**src/rtl/win_alloc_pkg.sv**
```systemverilog
package win_alloc_pkg;

    typedef enum logic [1:0] {
        ST_OK       = 2'd0,
        ST_BAD_LEN  = 2'd1,
        ST_OWN_SLOT = 2'd2
    } win_status_e;

endpackage

```
**src/rtl/win_req_check.sv**
```systemverilog
module win_req_check
    import win_alloc_pkg::*;
#(
    parameter int SLOT_W      = 3,
    parameter int LEN_W       = 8,
    parameter int SUBWIN_LOG2 = 8
) (
    input  logic [SLOT_W-1:0] slot_i,
    input  logic [SLOT_W-1:0] self_slot_i,
    input  logic [LEN_W-1:0]  len_i,
    output win_status_e       status_o
);
    localparam logic [LEN_W:0] SUBWIN = (LEN_W+1)'(1) << SUBWIN_LOG2;

    always_comb begin
        if (slot_i == self_slot_i) begin
            status_o = ST_OWN_SLOT;
        end else if ((len_i == '0) || ({1'b0, len_i} > SUBWIN)) begin
            status_o = ST_BAD_LEN;
        end else begin
            status_o = ST_OK;
        end
    end
endmodule

```
**src/rtl/win_fit_calc.sv**
```systemverilog
module win_fit_calc #(
    parameter int LEN_W       = 8,
    parameter int SUBWIN_LOG2 = 8,
    localparam int OFF_W      = SUBWIN_LOG2 + 1
) (
    input  logic [OFF_W-1:0] cur_off_i,
    input  logic [LEN_W-1:0] len_i,
    output logic [OFF_W-1:0] start_off_o,
    output logic [OFF_W-1:0] next_off_o,
    output logic             restart_o
);
    localparam int SUM_W = LEN_W + 2;
    localparam logic [SUM_W-1:0] SUBWIN = SUM_W'(1) << SUBWIN_LOG2;

    logic [SUM_W-1:0] end_pos;
    logic [SUM_W-1:0] next_wide;

    always_comb begin
        end_pos     = SUM_W'(cur_off_i) + SUM_W'(len_i);
        restart_o   = (end_pos > SUBWIN);
        start_off_o = restart_o ? '0 : cur_off_i;
        next_wide   = SUM_W'(start_off_o) + SUM_W'(len_i);
        next_off_o  = next_wide[OFF_W-1:0];
    end
endmodule

```
**src/rtl/win_offset_table.sv**
```systemverilog
module win_offset_table #(
    parameter int NUM_SLOTS   = 8,
    parameter int SUBWIN_LOG2 = 8,
    localparam int SLOT_W     = $clog2(NUM_SLOTS),
    localparam int OFF_W      = SUBWIN_LOG2 + 1
) (
    input  logic              clk_i,
    input  logic              rst_i,
    input  logic              clr_i,
    input  logic [SLOT_W-1:0] rd_slot_i,
    output logic [OFF_W-1:0]  rd_off_o,
    input  logic              wr_en_i,
    input  logic [SLOT_W-1:0] wr_slot_i,
    input  logic [OFF_W-1:0]  wr_off_i
);
    localparam logic [OFF_W-1:0] SUBWIN = OFF_W'(1) << SUBWIN_LOG2;

    typedef struct {
        logic [OFF_W-1:0] off [NUM_SLOTS];
    } tbl_t;

    tbl_t tbl_d, tbl_q;

    // A clear makes every entry read as zero in the same cycle.
    assign rd_off_o = clr_i ? '0 : tbl_q.off[rd_slot_i];

    always_comb begin
        tbl_d = tbl_q;
        if (clr_i) begin
            for (int i = 0; i < NUM_SLOTS; i++) begin
                tbl_d.off[i] = '0;
            end
        end
        if (wr_en_i) begin
            tbl_d.off[wr_slot_i] = wr_off_i;
        end
    end

    always_ff @(posedge clk_i) begin
        if (rst_i) begin
            for (int i = 0; i < NUM_SLOTS; i++) begin
                tbl_q.off[i] <= '0;
            end
        end else begin
            tbl_q <= tbl_d;
        end
    end

    for (genvar gi = 0; gi < NUM_SLOTS; gi++) begin : g_chk
        // no offset ever points past its sub-window.
        assert_offset_bound_R4: assert property (@(posedge clk_i) disable iff (rst_i)
            tbl_q.off[gi] <= SUBWIN);

        // an entry only moves when written or cleared.
        assert_entry_hold_R5: assert property (@(posedge clk_i) disable iff (rst_i)
            (!clr_i && !(wr_en_i && (wr_slot_i == SLOT_W'(gi)))) |=> $stable(tbl_q.off[gi]));

        // a clear without a write to this entry leaves it at zero.
        assert_clear_zero_R8: assert property (@(posedge clk_i) disable iff (rst_i)
            (clr_i && !(wr_en_i && (wr_slot_i == SLOT_W'(gi)))) |=> (tbl_q.off[gi] == '0));
    end
endmodule

```
**src/rtl/win_alloc.sv**
```systemverilog
module win_alloc
    import win_alloc_pkg::*;
#(
    parameter int NUM_SLOTS   = 8,
    parameter int ADDR_W      = 32,
    parameter int SUBWIN_LOG2 = 8,
    parameter int LEN_W       = 10,
    localparam int SLOT_W     = $clog2(NUM_SLOTS)
) (
    input  logic              clk_i,
    input  logic              rst_i,
    input  logic [ADDR_W-1:0] base_i,
    input  logic [SLOT_W-1:0] self_slot_i,
    input  logic              clear_i,
    input  logic              req_valid_i,
    input  logic [SLOT_W-1:0] req_slot_i,
    input  logic [LEN_W-1:0]  req_len_i,
    output logic              rsp_valid_o,
    output logic [ADDR_W-1:0] rsp_addr_o,
    output logic [1:0]        rsp_status_o,
    output logic [SLOT_W-1:0] rsp_slot_o
);
    localparam int OFF_W = SUBWIN_LOG2 + 1;
    localparam int REL_W = SLOT_W + SUBWIN_LOG2;

    typedef struct packed {
        logic              vld;
        logic [ADDR_W-1:0] addr;
        win_status_e       status;
        logic [SLOT_W-1:0] slot;
    } rsp_t;

    rsp_t rsp_d, rsp_q;

    win_status_e      chk_status;
    logic [OFF_W-1:0] cur_off;
    logic [OFF_W-1:0] start_off;
    logic [OFF_W-1:0] next_off;
    logic             restart;
    logic             accept;
    logic [REL_W-1:0] rel_addr;

    win_req_check #(
        .SLOT_W(SLOT_W), .LEN_W(LEN_W), .SUBWIN_LOG2(SUBWIN_LOG2)
    ) i_check (
        .slot_i(req_slot_i), .self_slot_i(self_slot_i),
        .len_i(req_len_i), .status_o(chk_status)
    );

    win_offset_table #(
        .NUM_SLOTS(NUM_SLOTS), .SUBWIN_LOG2(SUBWIN_LOG2)
    ) i_table (
        .clk_i(clk_i), .rst_i(rst_i), .clr_i(clear_i),
        .rd_slot_i(req_slot_i), .rd_off_o(cur_off),
        .wr_en_i(accept), .wr_slot_i(req_slot_i), .wr_off_i(next_off)
    );

    win_fit_calc #(
        .LEN_W(LEN_W), .SUBWIN_LOG2(SUBWIN_LOG2)
    ) i_fit (
        .cur_off_i(cur_off), .len_i(req_len_i),
        .start_off_o(start_off), .next_off_o(next_off), .restart_o(restart)
    );

    assign accept   = req_valid_i && (chk_status == ST_OK);
    // start_off is below SUBWIN whenever the request is accepted.
    assign rel_addr = {req_slot_i, start_off[SUBWIN_LOG2-1:0]};

    always_comb begin
        rsp_d        = rsp_q;
        rsp_d.vld    = req_valid_i;
        if (req_valid_i) begin
            rsp_d.status = chk_status;
            rsp_d.slot   = req_slot_i;
            rsp_d.addr   = accept ? (base_i + ADDR_W'(rel_addr)) : '0;
        end
    end

    always_ff @(posedge clk_i) begin
        if (rst_i) begin
            rsp_q <= '{vld: 1'b0, addr: '0, status: ST_OK, slot: '0};
        end else begin
            rsp_q <= rsp_d;
        end
    end

    assign rsp_valid_o  = rsp_q.vld;
    assign rsp_addr_o   = rsp_q.addr;
    assign rsp_status_o = rsp_q.status;
    assign rsp_slot_o   = rsp_q.slot;

    // one response per request, one cycle later, for the same slot.
    assert_rsp_follows_req_R2: assert property (@(posedge clk_i) disable iff (rst_i)
        req_valid_i |=> (rsp_valid_o && (rsp_slot_o == $past(req_slot_i))));
    assert_no_spurious_rsp_R2: assert property (@(posedge clk_i) disable iff (rst_i)
        !req_valid_i |=> !rsp_valid_o);

    // an own-slot request is never granted.
    assert_own_slot_refused_R7: assert property (@(posedge clk_i) disable iff (rst_i)
        (req_valid_i && (req_slot_i == self_slot_i)) |=> (rsp_status_o == 2'd2));

    // refused responses carry no address.
    assert_refused_no_addr_R6: assert property (@(posedge clk_i) disable iff (rst_i)
        (rsp_valid_o && (rsp_status_o != 2'd0)) |-> (rsp_addr_o == '0));

    // an exact fit is not restarted.
    assert_exact_fit_kept_R4: assert property (@(posedge clk_i) disable iff (rst_i)
        (accept && ((OFF_W+LEN_W)'(cur_off) + (OFF_W+LEN_W)'(req_len_i)
                    == (OFF_W+LEN_W)'(1) << SUBWIN_LOG2)) |-> !restart);
endmodule

```
**config.mk**
```make
export PLATFORM = sky130hd
export DESIGN_NAME = win_alloc
export DESIGN_NICKNAME = d
export VERILOG_FILES = /design/src/rtl/win_alloc_pkg.sv /design/src/rtl/win_req_check.sv /design/src/rtl/win_fit_calc.sv /design/src/rtl/win_offset_table.sv /design/src/rtl/win_alloc.sv
export SDC_FILE = /design/constraint.sdc
export NUM_CORES = 1
export LEC_CHECK = 0
export ABC_CLOCK_PERIOD_IN_PS = 10800
export BUFFER_PORTS_ARGS = -buffer_cell sky130_fd_sc_hd__buf_4
export CORE_MARGIN = 10
export CORE_UTILIZATION = 45
export DETAILED_ROUTE_END_ITERATION = 10
export PLACE_DENSITY_LB_ADDON = 0.3
export RECOVER_POWER = 100
export SETUP_SLACK_MARGIN = 0.05
export SLEW_MARGIN = 15
export SYNTH_ARGS = -nofsm -noshare
export SYNTH_HDL_FRONTEND = slang
export SYNTH_HIERARCHICAL = 1
export SYNTH_SLANG_ARGS = --single-unit
```
**constraint.sdc**
```tcl
create_clock -name clk_i -period 10.8 [get_ports clk_i]
set_input_delay 1.62 -clock clk_i [delete_from_list [all_inputs] [get_ports clk_i]]
set_output_delay 1.62 -clock clk_i [all_outputs]
set_load 0.02 [all_outputs]
```
==> impl_metrics.json <==
{
  "register_area_mm2": 0.002202,
  "p_leak_nw": 2.769,
  "skew_ps": 9.814,
  "totalWireLength_um": 17940,
  "seq_power_share_pct": 46.1,
  "dieArea_mm2": 0.02021,
  "layout.nets": 897,
  "place.gp.congestion": 0.8985,
  "wl_per_cell_um": 17.88,
  "setup_viol": 0,
  "grt_pass1_wl_um": 28480,
  "fin_ws_ps": 2574,
  "rows": 44,
  "clk_latency_ps": 350,
  "syn_inst": 765,
  "grt_pass1_vias": 5408,
  "ant_nets": 0,
  "use_met3_pct": 4.206,
  "slew_viol_final": 125,
  "max_stage_delay_ps": 1530,
  "grt_overflow": 0,
  "p_switching_w": 0.0002285,
  "crit_path_start_kind": "input pin",
  "p_per_area_mw_per_mm2": 120.7,
  "comb_power_share_pct": 13.2,
  "timing.slew.headroom_pct": -159.0,
  "hold_path.class": "reg2reg",
  "grt_usage_pct": 17.24,
  "syn_nets": 848,
  "grt_max_degree": 87,
  "die_x_um": 142.2,
  "synth.avg_cell_area_um2": 8.778,
  "ctsResizeCount": 0,
  "clk_path_buf_depth": 2,
  "cts.sinks": 110,
  "tightest_slew_ps": 3885,
  "ctsHoldBuffers": 0,
  "reg2reg_depth": 21,
  "diodes": 0,
  "critPathMaxFanout": 37,
  "critical_path.slowest_cell": "clkbuf_1",
  "multi_input_area_mm2": 0.004113,
  "yosys_warnings": 6,
  "use_met2_pct": 26.94,
  "dpl.hpwl_um": 12460,
  "worstPathRequired_ps": 11040,
  "clkPwrFrac_pct": 40.8,
  "antenna_found_initial": 0,
  "drc_errors": 0,
  "dp_slack_ps": 3559,
  "synth_area_mm2": 0.006715,
  "rsz0062_at_grt": "false",
  "endpoint_kind": "flop",
  "h-tree-depth": 3,
  "crit_chain": "clkbuf_1 > mux4_1 > mux2i_1 > nor2_1 > ha_1 > a211oi_2 > nor2_1 > or3_1 > a211o_1 > o31ai_4 > and3_1 > ha_1 > inv_1 > fa_1 > nor2b_1 > o2111ai_1 > nand3_1 > a21o_1 > o211ai_1 > o2bb2ai_1 > nand2_1 > a21oi_1",
  "die_y_um": 142.2,
  "gr-usage-met1_pct": 23.21,
  "tns_ps": 0,
  "area.growth.synth_to_final_pct": 11.72,
  "cts-root-buf": "clkbuf_16",
  "postCtsSetupRepairBufs": 0,
  "io_buffers": 89,
  "drt_iter0_drc": 477,
  "p_int_w": 0.0006770,
  "cts.reportedPaths.clkPinSlew_ps": 80,
  "cts_made_buffers": 9,
  "path_class": "in2reg",
  "cts_tree": "built",
  "cp.arrival_ps": 8470,
  "core-area_mm2": 0.01459,
  "swShare_pct": 25.23,
  "violations": "max-capacitance violations, max-slew violations",
  "min_period_over_period_pct": 76.16,
  "outcome": "complete, but fails checks",
  "max_freq_ghz": 0.1216,
  "grt_most_used_layer": "met2",
  "start_util_pct": 46.03,
  "fin_crit_ps": 8226,
  "vias": 5747,
  "whs_path_depth": 2,
  "hold_violations": 0,
  "dr.pass1.iters": 5,
  "via_per_inst": 5.730,
  "io_pins": 90,
  "maxCapViolCount": 2,
  "drive_gt1_share_pct": 11.84,
  "ir_worst_vdd_mv": 0.09579,
  "fillCellCount": 1433
}
metal layers:
metal	vias up	share of wire (%)
li1	2823	-
met1	2695	47
met2	212	44
met3	17	7.6
met4	0	1.6
met5	-	0
placed cells by master, fill, tap and decap left out, drive strengths merged, types with 3 or more instances in the layout:
master and instances:
nand4bb 3, xnor2 29, nand2b 3, a22oi 4, o31ai 6, mux2i 14
nand4b 4, and4b 5, nand2 116, inv 21, dfxtp 110, nor2b 8
nor2 42, a21boi 4, xor2 11, nand3b 72, a21oi 90, o211ai 3
fa 3, buf 53, mux4 18, a211oi 3, nor4b 3, a21o 8
and4 4, nand3 8, nor4 5, and3 12, o21ai 34, ha 28
nor3 9, clkbuf 52
power groups by stage:
stage          Clock [W]  Combinational (W)  Sequential, W
2_1_floorplan          0          0.0000729       0.000434
3_3_place_gp           0           0.000124       0.000427
3_5_place_dp           0           0.000125       0.000427
4_1_cts         0.000377           0.000125       0.000417
5_1_grt         0.000394           0.000130       0.000418
6_report        0.000369           0.000119       0.000417
sequential cells by signal, indices dropped and copies added, names as in the netlist:
signal,cells
rsp_status_o,2
rsp_valid_o,1
rsp_addr_o,32
i_table/tbl_q,72
rsp_slot_o,3
final timing paths:
check	end	from	slack, ps
worst max-delay path	i_table/tbl_q[8]	req_slot_i[1]	2570
worst min-delay path	rsp_addr_o[23]	rsp_addr_o[23]	440
worst max register to register	i_table/tbl_q[8]	i_table/tbl_q[38]	5300
worst min register to register	rsp_addr_o[23]	rsp_addr_o[23]	440
final cells by class:
cell class                 count  area share, %
clock buffer                  12          3.419
clock inverter                 4          1.034
timing repair buffer          93          7.305
tap                          184          3.069
multi-input combinational    580          54.82
inverter                      20          1.001
sequential                   110          29.35
metrics by stage:
step	cells	total power (W)	utilization, %	cell area [µm²]	hold slack, ps
after floorplan	765	0.0005067	-	6715	455.7
after global placement	987	0.0005507	50.46	7362	434.4
after detailed placement	987	0.0005513	50.46	7362	438.6
after CTS	1003	0.0009196	52.75	7696	448.8
after global routing	1003	0.0009414	51.42	7502	466.2
final	1003	0.0009055	51.42	7502	442.1
critical path, delay by kind of cell:
kind	cells	cell delay (ps)
AO/OA/AOI/OAI	8	2110
buffers and inverters	2	1580
multiplexers	2	970
AND/OR/NAND/NOR	7	1270
adder cells (fa/ha/maj)	3	880
Power figures use the tool's default switching activity.
